===== config.mk =====
export PLATFORM = sky130hd
export DESIGN_NAME = sc_tx_retry
export DESIGN_NICKNAME = d
export VERILOG_FILES = /design/src/rtl/sc_tx_pkg.sv /design/src/rtl/sc_etu_timer.sv /design/src/rtl/sc_frame_src.sv /design/src/rtl/sc_tx_retry.sv
export SDC_FILE = /design/constraint.sdc
export NUM_CORES = 1
export LEC_CHECK = 0
export BUFFER_PORTS_ARGS = -buffer_cell sky130_fd_sc_hd__buf_2
export CORE_MARGIN = 2
export CORE_UTILIZATION = 50
export CTS_CLUSTER_DIAMETER = 30
export CTS_CLUSTER_SIZE = 20
export DETAILED_ROUTE_END_ITERATION = 8
export GPL_ROUTABILITY_DRIVEN = 0
export PLACE_DENSITY = 0.71
export SLEW_MARGIN = 25
export SYNTH_ARGS = -nofsm -noshare
export SYNTH_HDL_FRONTEND = slang
export SYNTH_SLANG_ARGS = --single-unit
export TNS_END_PERCENT = 1

===== constraint.sdc =====
create_clock -name clk -period 3.3 [get_ports clk]
set_clock_uncertainty 0.1 [all_clocks]
set_input_delay 0.495 -clock clk [delete_from_list [all_inputs] [get_ports clk]]
set_output_delay 0.495 -clock clk [all_outputs]
set_load 0.05 [all_outputs]

===== src/rtl/sc_tx_pkg.sv =====
package sc_tx_pkg;
   typedef enum logic {
      ST_IDLE = 1'b0,
      ST_SEND = 1'b1
   } tx_state_t;

   // bit periods held released after the parity bit (listen window)
   localparam int unsigned LISTEN_ETUS = 2;
endpackage


===== src/rtl/sc_etu_timer.sv =====
module sc_etu_timer #(
   parameter int unsigned CLK_PER_ETU = 372
) (
   input  logic clk,
   input  logic rst_n,
   input  logic run,
   output logic etu_last
);
   localparam int unsigned CW = (CLK_PER_ETU > 1) ? $clog2(CLK_PER_ETU) : 1;

   logic [CW-1:0] cnt;

   assign etu_last = run && (cnt == CW'(CLK_PER_ETU - 1));

   always_ff @(posedge clk or negedge rst_n) begin
      if (!rst_n) begin
         cnt <= '0;
      end else if (!run || etu_last) begin
         cnt <= '0;
      end else begin
         cnt <= cnt + 1'b1;
      end
   end
endmodule


===== src/rtl/sc_frame_src.sv =====
module sc_frame_src #(
   parameter int unsigned DATA_W     = 8,
   parameter bit          ODD_PARITY = 1'b0,
   parameter int unsigned IDX_W      = 4
) (
   input  logic [DATA_W-1:0] data,
   input  logic [IDX_W-1:0]  idx,
   output logic              drive_low
);
   logic par;
   logic lvl;

   generate
      if (ODD_PARITY) begin : g_odd
         assign par = ~^data;
      end else begin : g_even
         assign par = ^data;
      end
   endgenerate

   always_comb begin
      lvl = 1'b1;
      if (idx == '0) begin
         lvl = 1'b0;
      end
      for (int k = 0; k < DATA_W; k++) begin
         if (idx == IDX_W'(k + 1)) begin
            lvl = data[k];
         end
      end
      if (idx == IDX_W'(DATA_W + 1)) begin
         lvl = par;
      end
   end

   assign drive_low = ~lvl;
endmodule


===== src/rtl/sc_tx_retry.sv =====
module sc_tx_retry #(
   parameter int unsigned CLK_PER_ETU = 372,
   parameter int unsigned DATA_W      = 8,
   parameter bit          ODD_PARITY  = 1'b0
) (
   input  logic              clk,
   input  logic              rst_n,
   input  logic              wr_en,
   input  logic [DATA_W-1:0] wr_data,
   input  logic              rie,
   input  logic              ers_clr,
   input  logic              line_in,
   output logic              line_oe,
   output logic              tx_empty,
   output logic              txi,
   output logic              ers,
   output logic              eri
);
   import sc_tx_pkg::*;

   localparam int unsigned FRAME_ETUS = DATA_W + 2;
   localparam int unsigned TOTAL_ETUS = FRAME_ETUS + LISTEN_ETUS;
   localparam int unsigned IDX_W      = $clog2(TOTAL_ETUS);

   if (CLK_PER_ETU < 4) begin : g_bad_etu
      $error("CLK_PER_ETU must be at least 4");
   end
   if (DATA_W < 1) begin : g_bad_width
      $error("DATA_W must be at least 1");
   end

   tx_state_t         state;
   logic [IDX_W-1:0]  idx;
   logic [DATA_W-1:0] data_q;
   logic              err_q;
   logic              etu_last;
   logic              drive_low;
   logic              load;
   logic              sample_pt;
   logic              frame_end;
   logic              sending;

   assign sending   = (state == ST_SEND);
   assign load      = wr_en && (state == ST_IDLE);
   assign sample_pt = etu_last && (idx == IDX_W'(FRAME_ETUS));
   assign frame_end = etu_last && (idx == IDX_W'(TOTAL_ETUS - 1));

   sc_etu_timer #(
      .CLK_PER_ETU (CLK_PER_ETU)
   ) i_timer (
      .clk      (clk),
      .rst_n    (rst_n),
      .run      (sending),
      .etu_last (etu_last)
   );

   sc_frame_src #(
      .DATA_W     (DATA_W),
      .ODD_PARITY (ODD_PARITY),
      .IDX_W      (IDX_W)
   ) i_src (
      .data      (data_q),
      .idx       (idx),
      .drive_low (drive_low)
   );

   assign line_oe = sending && drive_low;
   assign eri     = ers && rie;

   always_ff @(posedge clk or negedge rst_n) begin
      if (!rst_n) begin
         state    <= ST_IDLE;
         idx      <= '0;
         data_q   <= '0;
         err_q    <= 1'b0;
         tx_empty <= 1'b1;
         txi      <= 1'b0;
         ers      <= 1'b0;
      end else begin
         txi <= frame_end && !err_q;

         if (load) begin
            data_q   <= wr_data;
            state    <= ST_SEND;
            idx      <= '0;
            tx_empty <= 1'b0;
         end else if (etu_last) begin
            if (frame_end) begin
               idx <= '0;
               if (!err_q) begin
                  state    <= ST_IDLE;
                  tx_empty <= 1'b1;
               end
            end else begin
               idx <= idx + 1'b1;
            end
         end

         if (sample_pt) begin
            err_q <= !line_in;
         end

         if (frame_end && err_q) begin
            ers <= 1'b1;
         end else if (ers_clr) begin
            ers <= 1'b0;
         end
      end
   end
endmodule


# Yosys cells after proc, flatten, opt, wreduce, memory -nomap -nowiden
# Index checks and enable logic that the tools add are counted.
[classes]
addsub = 2
n_eq_ne = 13
n_mux = 24
n_bitwise = 2
n_reduce_logical = 18
[op_table]
columns = ["op", "n"]
rows = [
  ["$mux W1", 20],
  ["$eq A4 B3 Y1 const B", 4],
  ["$eq A4 B4 Y1 const B", 4],
  ["$mux W4", 3],
  ["$add A9 B1 Y9 const B", 1],
  ["$eq A9 B9 Y1 const B", 1],
  ["$mux W9", 1],
  ["$eq A4 B2 Y1 const B", 2],
  ["$logic_and A1 B1 Y1", 8],
  ["$reduce_xor A8 Y1", 1],
  ["$reduce_bool A2 Y1", 3],
  ["$add A4 B1 Y4 const B", 1],
  ["$eq A4 B1 Y1 const B", 1],
  ["$logic_not A4 Y1", 1],
  ["$logic_not A1 Y1", 3],
  ["$reduce_and A3 Y1", 1],
  ["$ne A2 B1 Y1 const B", 1],
  ["$not A1 Y1", 2],
  ["$logic_or A1 B1 Y1", 1],
]
[word_totals]
ff_bits = 26
in_bits = 14
out_inout_bits = 5
elab_cells = 67

# Logic depth before layout (Yosys ltp)
# Gate-level depths: netlist (run 1).
[depth]
depth_word = 13
mapped_depth = 6
ltp_nobuf = 6

# Cells and area by module
# A second synthesis (run 1) with hierarchy kept.
[hier_totals]
cells_unflattened = 124
area_unflattened_um2 = 1397.6
[modules_own_cells]
columns = ["module", "n_inst", "cells_each", "area_each_um2", "seq_area_each_um2"]
rows = [
  ["sc_tx_retry", 1, 60, 772.0, 426.7],
  ["sc_etu_timer", 1, 46, 466.7, 225.2],
  ["sc_frame_src", 1, 18, 158.9, 0.0],
]

# Worst setup path after synthesis (run 1)
# Ideal clock, no wire load.
[synth_path]
path_type = "register -> output"
start = "reg idx[1]"
end = "out line_oe"
arrival_time_ps = 2062
required_time_ps = 2705
slack_ps = 643
path_stages_with_launch = 7
path_buffers = 0
cell_sequence = "dfrtp_1 > inv_1 > ha_1 > mux2_1 > a2111o_1 > a221oi_2 > o221a_2"
[synth_between]
elab_chain_len = 13
word_cells_on_any_way = 22
classes_between = "9 x eq/ne; 10 x mux; 1 x bitwise; 2 x reduce/logical"
[synth_lines]
columns = ["item", "line_no", "source"]
rows = [
  ["start: declaration", "sc_tx_retry.sv:33", "logic [IDX_W-1:0] idx;"],
  ["start signal: assignment", "sc_tx_retry.sv:95", "idx <= idx + 1'b1;"],
  ["$logic_not A4 Y1", "sc_frame_src.sv:23", "if (idx == '0) begin"],
  ["$mux W1", "sc_frame_src.sv:23", ""],
  ["$mux W1 (8 in series)", "sc_frame_src.sv:27", "if (idx == IDX_W'(k + 1)) begin"],
  ["$mux W1 *", "sc_frame_src.sv:31", "if (idx == IDX_W'(DATA_W + 1)) begin"],
  ["$not A1 Y1 *", "sc_frame_src.sv:36", "assign drive_low = ~lvl;"],
  ["$logic_and A1 B1 Y1 *", "sc_tx_retry.sv:67", "assign line_oe = sending && drive_low;"],
  ["end: declaration", "sc_tx_retry.sv:13", "output logic line_oe,"],
]
# Mark *: on every way between the ends. The rest lies on a longest branch, timed or not.

# Worst setup path in the final report (run 1)
# Same ends and word-level chain as after synthesis.

==> results.txt, run 1 <==
The via density per instance is approximately 5.3. The first global-routing pass estimated approximately 4500 um of wire. The net count reported at finish is about 180.

The average cell area after synthesis came out at about 9.7 um2. The data required time at the worst endpoint came out at approximately 2.7 ns. The cell internal power dissipation is roughly 390 uW. The worst relative slew slack is 60.02%. The post-synthesis cell type count is 33. The number of max-cap violations is 0. The core region is around 0.0025 mm2. In this run, post-CTS hold repair placed 0 buffers.

Summed over all nets, the half-perimeter wirelength after detailed placement is around 1900 um. The synthesis warning total is 0. The share of power burned in registers is between 60% and 70%. The sequential-to-total area share from yosys stat is between 40% and 50%.

The data arrival time of the critical path is ~2.5 ns. The y dimension of the die is 56.04 um. The total overflow left after global routing is 0. In this run the critical register-to-register path is launched from i_timer.cnt[2]. At the end of the flow the core is filled with cells to between 50% and 60%.

The number of setup violations in the final report came out at 0. The TritonCTS sink count is 26. The total global-route track usage is a little under a fifth. In the final routed layout, each cell accounts on average for 13.84 um. The maximum number of pins on one net before global-route repair came out at 27. The summed negative setup slack over all endpoints is 0 ns.

The post-route antenna net violation count came out at 0. The number of antenna violations at the first check in global routing is 0. The net switching component of the power came out at between 100 and 150 uW. The static power due to leakage came out at slightly below 0.8 nW. 0 antenna diodes ended up in the layout.

Counting every net in the synthesized netlist gives 159. 19 I/O pins were placed. After detailed routing, the number of remaining DRC violations is 0. The initial utilization of the core area, before any placement, comes to between 50% and 60%. For the pin with the worst max-slew slack, the measured transition is 0.5985 ns. The clock network is responsible for between 20 and 30% of the overall power. In this run, the number of DRC markers left after iteration 0 of detailed routing was 36. The number of CTS-inserted buffers is 3.

The floorplan has 18 rows. Setup repair after global routing left no endpoint under its margin. Tracing the worst setup path back leads to its startpoint at idx[1]. From synthesis to final layout, the design area changed by 10.63%. The switching power share of the total came out at between 20% and 30%. The cell depth of the worst flop-to-flop path came out at 4.

The endpoint kind of the worst setup timing path is an output port. The iteration count of the initial detailed-routing pass is 4. The number of synthesized register bits came out at 26. The via count of the first global-routing pass was approximately 1000. Clock-pin slew was measured on the worst setup and hold paths at around 0.14 ns. The peak fanout along the critical path is 5.

The clock latency on the worst-skew pair is roughly 0.33 ns. The worst setup slack for register-to-register paths is 1.27 ns. The worst flop-to-flop path endpoint is sending. The horizontal extent of the die came out at 56.04 um.

The library cell used most frequently in the layout, excluding fill and tap cells, is sky130_fd_sc_hd__nand2_1. The type of the worst min-delay path is input port to asynchronous set/reset pin. Walking the worst path, the cells encountered are inv_1 -> ha_2 -> mux2_1 -> a2111o_1 -> a221oi_2 -> o221a_2 -> clkbuf_4.

The max-slew violation total from the final report came out at 0. The count of buffers inserted at the top-level ports is 18. The library cells used most frequently in the layout, excluding fill and tap cells, are sky130_fd_sc_hd__nand2_1 (31), sky130_fd_sc_hd__dfrtp_1 (25), sky130_fd_sc_hd__buf_2 (17). The flow ran to the end, and the final reports show no timing, DRC or antenna violations. The critical path in this run is classified as register to output port.

The routed layout has around 1000 vias. The die covers 0.003140 mm2. Broken down by cell family, the worst path's largest delay share belongs to compound AO/OA/AOI/OAI gates. The final count of hold timing violations came out at 0. The final cycle utilization of the critical path came out at between 90% and 100%. The time the final worst path needs with I/O delays and setup is 3.118 ns. The largest individual stage delay along the critical path comes from the cell sky130_fd_sc_hd__dfrtp_1. The fmax is 320.7 MHz.

The routed design has between 2000 and 3000 um of wire. The peak per-stage delay on the critical path came out at around 0.44 ns. The root buffer selected by CTS is sky130_fd_sc_hd__clkbuf_4. The nature of the critical path startpoint is a register. The critical path contains buffers and inverters numbering 2 combined. TritonCTS built the clock tree.

The power density over the cells came out at approximately 340 mW/mm2. The deepest clock path buffer count came out at 2. The H-tree depth reported by CTS came out at 1.

The largest vdd supply drop is 0.3197 mV. The proportion of power drawn by combinational gates is under 10%. The share of post-route cells with drive strength above 1 came out at 18.87%. The synthesized instance count came out at 140.

The cell area that synthesis handed to floorplanning was approximately 0.0014 mm2.
## cell usage after synthesis
cell type | instances | area, um2
sky130_fd_sc_hd__mux2_1 | 1 | 11.26
sky130_fd_sc_hd__nand3_1 | 9 | 45.04
sky130_fd_sc_hd__buf_1 | 1 | 3.750
sky130_fd_sc_hd__nand2b_1 | 2 | 12.51
sky130_fd_sc_hd__nand4_2 | 1 | 12.51
sky130_fd_sc_hd__xor2_1 | 4 | 35.03
sky130_fd_sc_hd__and3_1 | 5 | 31.28
sky130_fd_sc_hd__nor2b_1 | 3 | 18.77
sky130_fd_sc_hd__a21oi_1 | 1 | 5.000
sky130_fd_sc_hd__o31ai_1 | 2 | 15.01
sky130_fd_sc_hd__xnor2_1 | 10 | 87.58
sky130_fd_sc_hd__nor2_1 | 12 | 45.04
sky130_fd_sc_hd__nand2_1 | 31 | 116.4
sky130_fd_sc_hd__and3b_2 | 1 | 10.01
sky130_fd_sc_hd__nor4b_2 | 1 | 15.01
sky130_fd_sc_hd__mux2i_1 | 2 | 20.02
sky130_fd_sc_hd__dfstp_2 | 1 | 26.28
sky130_fd_sc_hd__buf_6 | 1 | 11.26
sky130_fd_sc_hd__o21bai_1 | 1 | 7.510
sky130_fd_sc_hd__nor3_1 | 1 | 5.000
sky130_fd_sc_hd__and2_1 | 2 | 12.51
sky130_fd_sc_hd__dfrtp_1 | 25 | 625.6
sky130_fd_sc_hd__ha_1 | 5 | 62.56
sky130_fd_sc_hd__o221a_2 | 1 | 11.26
sky130_fd_sc_hd__o21ai_0 | 3 | 15.01
sky130_fd_sc_hd__nand4_1 | 1 | 6.260
sky130_fd_sc_hd__a221oi_2 | 1 | 15.01
sky130_fd_sc_hd__o21a_1 | 2 | 15.01
sky130_fd_sc_hd__inv_1 | 5 | 18.77
sky130_fd_sc_hd__mux2_2 | 1 | 11.26
sky130_fd_sc_hd__a2111o_1 | 1 | 11.26
sky130_fd_sc_hd__clkbuf_1 | 2 | 7.510
sky130_fd_sc_hd__nand3b_1 | 1 | 7.510
## registers in the layout (all words and copies together) (netlist names)
signal	flops
err_q	1
idx	4
sending	1
ers	1
data_q	8
txi	1
i_timer.cnt	9
tx_empty	1
## repair_timing
action	CTS	global route
endpoints found under the setup margin	0	1
setup buffers	0	1
resized for setup	0	2
## kinds of logic (layout without fill, tap and decap cells)
group                    Yosys count  count (layout)  share of synthesized area, %
AND/OR/NAND/NOR                   70              70                         24.95
flip-flops                        26              26                         48.15
multiplexers                       4               4                         3.142
AO/OA/AOI/OAI                     12              12                         7.022
adder cells (fa/ha/maj)            5               5                         4.621
buffers and inverters              9              28                         3.050
XOR/XNOR                          14              14                         9.057
## metal layers
metal	wire (um)	global-route usage [%]	share of wire, %
met3	123	3.256	4.7
met4	34	7.143	1.3
met2	1192	27.90	46
met1	1266	24.93	48
met5	0	0	0
## power groups by stage
stage	combinational (mW)	sequential, mW	clock [mW]
2_1_floorplan	0.0255	0.334	0
3_3_place_gp	0.0383	0.337	0
3_5_place_dp	0.0403	0.337	0
4_1_cts	0.0406	0.331	0.145
5_1_grt	0.0460	0.333	0.156
6_report	0.0398	0.332	0.140
## how the worst max path moves through the flow
| stage | endpoint | cells past startpoint |
|---|---|---|
| detailed placement | line_oe | 7 |
| finish | line_oe | 7 |
| floorplan | line_oe | 6 |
| global route | line_oe | 7 |
| global placement | line_oe | 7 |
| CTS | line_oe | 7 |
## layout make-up
| type | count | area (um2) |
|---|---|---|
| multi-input combinational | 105 | 663.1 |
| tap | 30 | 37.54 |
| sequential | 26 | 651.9 |
| timing repair buffer | 19 | 100.1 |
| inverter | 5 | 18.77 |
| clock buffer | 4 | 26.28 |
| fill | 231 | 1025 |
## through the flow
step	hold WS, ns	worst slack, ns	power [mW]	std cells	cell area (um2)
after floorplan	0.09941	0.6430	0.3598	140	1354
after global placement	0.3479	0.5412	0.3752	184	1459
after detailed placement	0.3600	0.5019	0.3778	184	1459
after CTS	0.05661	0.1031	0.5166	188	1485
after global routing	0.07567	0.03698	0.5347	189	1498
final	0.03661	0.1818	0.5116	189	1498
No activity file was read; power rests on OpenSTA's default activity.
==> inputs of run 2 (changes only) <==
--- a/config.mk
+++ b/config.mk
@@ -5,6 +5,7 @@
 export SDC_FILE = /design/constraint.sdc
 export NUM_CORES = 1
 export LEC_CHECK = 0
+export ABC_AREA = 1
 export BUFFER_PORTS_ARGS = -buffer_cell sky130_fd_sc_hd__buf_2
 export CORE_MARGIN = 2
 export CORE_UTILIZATION = 50
==> run 2 against run 1 <==
Compared with the run above:
- design area rose by 10%
- die area rose by 8.2%
- clock power rose by 55%
- largest power group unchanged
- highest routed layer unchanged
==> results.txt, run 2 <==
The run finished with clean final reports. The library cell appearing most often on the critical path is sky130_fd_sc_hd__nand2_1. The max-slew violation total from the final report is 0 (unchanged). The synthesis warning total was 0 (unchanged). The count of flip-flops with a built-in enable after synthesis was 0 (unchanged).

The number of antenna cells inserted is 0 (unchanged). The critical path start-end classification is register to output port. The via density per instance is 5.118 (-3.9%). The peak per-stage delay on the critical path is 0.43 ns (about the same).

In the synthesized netlist the dominant register cell turns out to be sky130_fd_sc_hd__dfrtp_1. The area of the die is 0.003398 mm2 (+8.2%). The sequential-to-total area share from yosys stat came out at 44.23% (-3.9 points). The wire length per cell after detailed routing came out at 11.79 um (-15%). In the final layout, the registers with the most flip-flops are i_timer.cnt x9, data_q x8, idx x4.

The number of standard cells in the layout, taps in and fillers out came to 255 (+35%). The y dimension of the die is 58.30 um (+4.0%). The number of CTS-inserted buffers came out at 3 (unchanged). The area overhead of the layout relative to synthesis is 11.97%.

The worst path buffer plus inverter count is 4 (+2). The filler cell count in the final layout came out at 258 (+12%). The wire length of the first global-routing pass is 5340 um (+19%). The power density over the cells came out at 333.9 mW/mm2 (-2.3%). The total I/O pin count came out at 19 (unchanged). The number of nets in the synthesized netlist came out at 222 (+40%).

The via count of the routed design is 1305 (+30%). By area the synthesized netlist is led by sky130_fd_sc_hd__dfrtp_1 (42%), sky130_fd_sc_hd__nand2_1 (18%), sky130_fd_sc_hd__inv_1 (8.4%). The via count of the first global-routing pass is 1298 (+29%). The H-tree depth reported by CTS came out at 1 (unchanged). The share of post-route cells with drive strength above 1 is 13.39% (-5.5 points).

The peak fanout along the critical path came to 4 (-1). The actual slew at the worst max-slew pin came out at 0.5811 ns (-0.01734 ns). The static power due to leakage is 0.9298 nW (+21%). The standard-cell row count is 19 (+1). The share of async-settable or async-resettable flops after synthesis was 100.0% (unchanged).

The number of flip-flops in the largest register is 9 (unchanged). The library cells used most frequently in the layout, excluding fill and tap cells, are sky130_fd_sc_hd__nand2_1 (71), sky130_fd_sc_hd__inv_1 (33), sky130_fd_sc_hd__dfrtp_1 (25). The library cell used most frequently in the layout, excluding fill and tap cells, is sky130_fd_sc_hd__nand2_1.

The slowest stage of the critical path is the sky130_fd_sc_hd__dfrtp_1 cell. The total DRC errors in the routed layout came to 0 (unchanged). Setup repair after global routing left no endpoint under its margin. The post-place instance area was 0.001598 mm2 (+9.5%).

The data arrival time of the critical path came out at 1.93 ns (-0.59 ns). The total instance count after detailed placement came to 251 (+36%). TritonCTS built the clock tree. The summed negative setup slack over all endpoints is 0 ns (unchanged). The net count reported at finish came out at 244 (+36%). The largest total area in the synthesized netlist belongs to sky130_fd_sc_hd__dfrtp_1.

The register ranked first by flip-flop count is i_timer.cnt. The starting utilization of the core area is 52.99% (-0.68 points). By instance count, the leading cell after synthesis is sky130_fd_sc_hd__nand2_1. The tightest hold margin is 0.05329 ns (+0.01668 ns). The maximum number of pins on one net before global-route repair is 27 (unchanged). Broken down by cell family, the worst path's largest delay share belongs to buffers and inverters. The critical path goes through inv_1 -> ha_1 -> inv_1 -> nand2_1 -> nand2_1 -> inv_1 -> nand2_1 -> nand2_1 -> nand2_1 -> nand2_1 -> nand2_1 -> a21oi_1 -> buf_2.

The synthesized instance count came out at 203 (+45%). The total setup buffers inserted after CTS came out at 0 (unchanged). The post-synthesis cell type count came out at 24 (-27%). The number of setup violations in the final report came out at 0 (unchanged). The placeable core region came out at 0.002781 mm2 (+10%). The number of hold-repair buffers added at the cts stage came out at 0 (unchanged). The worst setup path is captured at an output port.

The detailed placer's ending HPWL came out at 2328 um (+22%). The first-iteration detailed-routing DRC count was 49 (+36%). STA classifies the critical path startpoint as a register. The post-CTS resize count is 0 (unchanged). The deepest clock path buffer count is 2 (unchanged).

The wire length after detailed routing came out at 3006 um (+15%). The fmax came out at 396.1 MHz (+24%). The post-synthesis cell area came to 0.001474 mm2 (+8.9%). The TritonCTS sink count is 26 (unchanged).

The iteration count of the initial detailed-routing pass came out at 4 (unchanged). The root buffer selected by CTS is sky130_fd_sc_hd__clkbuf_4. The total global-route track usage is 20.45% (+2.4 points). The largest vdd supply drop came to 0.2301 mV (-28%). The clock latency on the worst-skew pair was 0.32 ns (about the same). The number of max-cap violations is 0 (unchanged).

The number of synthesized register bits is 26 (unchanged). The clock-pin slew of the registers on the worst-case setup and hold paths came out at 0.14 ns (about the same). The average cell area after synthesis is 7.261 um2 (-25%). The count of buffers inserted at the top-level ports came out at 18 (unchanged). The post-route cell area is 0.001650 mm2 (+10%). The final cycle utilization of the critical path is 76.50% (-18 points). The final count of hold timing violations came out at 0 (unchanged). The worst relative slew slack was 61.26% (+1.2 points).

By count the netlist is led by sky130_fd_sc_hd__nand2_1 (71), sky130_fd_sc_hd__inv_1 (33), sky130_fd_sc_hd__dfrtp_1 (25). The data required time at the worst endpoint came out at 2.70 ns (about the same). The number of antenna violations at the first check in global routing came out at 0 (unchanged).

The time the final worst path needs with I/O delays and setup is 2.524 ns (-0.5938 ns). The total congestion overflow after global routing came out at 0 (unchanged). The post-route antenna net violation count was 0 (unchanged). The horizontal extent of the die is 58.30 um (+4.0%). The area share of the largest cell type after synthesis was 42.44% (-3.8 points). In this run the worst hold path is classified as input port to asynchronous set/reset pin.
==> run 2: path summary, 6_finish.rpt <==
| kind | start | endpoint | slack [ns] | cells past startpoint |
|---|---|---|---|---|
| setup / recovery | idx[1] | line_oe | 0.78 | 13 |
| hold / removal | rst_n | data_q[4] | 0.05 | 1 |
| setup reg to reg | i_timer.cnt[0] | idx[1] | 1.68 | 8 |
| hold reg to reg | err_q | txi | 0.34 | 1 |
| max in group asynchronous | rst_n | ers | 2.66 | 1 |
| min in group clk | ers_clr | ers | 0.24 | 2 |
==> run 2: final cells by class <==
type                            count  area, um2  area share, %
Clock buffer                        3      22.52          1.365
Clock inverter                      1      30.03          1.820
Inverter                           33      123.9          7.506
Multi-Input combinational cell    143      693.2          42.00
Sequential cell                    26      651.9          39.50
Tap cell                           31      38.79          2.350
Timing Repair Buffer               18      90.09          5.459
==> run 2: cell families after synthesis <==
group / after synthesis / synth area share (%)
DFF: 26 / 44.23
buffers and inverters: 34 / 8.743
adders and majority gates: 5 / 4.244
AOI/OAI and AO/OA: 28 / 10.27
and+or+nand+nor: 108 / 31.32
xor gates and xnor gates: 2 / 1.189
==> run 2: metal layers <==
layer	vias to the layer above	share of wire, %	global-route usage, %
met4	0	1.9	7.973
met1	593	45	25.14
met5	-	0	0
met2	24	50	36.12
met3	8	2.9	2.857
li1	680	-	-
==> run 2: metrics by stage <==
stage | util [%] | power (mW) | worst slack [ns]
after floorplan | - | 0.3266 | 0.8839
after global placement | 57.44 | 0.3400 | 1.242
after detailed placement | 57.44 | 0.3405 | 1.135
after CTS | 59.33 | 0.5580 | 0.7599
after global routing | 59.33 | 0.5773 | 0.5398
final | 59.33 | 0.5510 | 0.7756
==> run 2: report_power, final <==
group,switching (mW),internal [mW]
sequential,0.000293,0.319
clock,0.0944,0.123
combinational,0.00856,0.00571
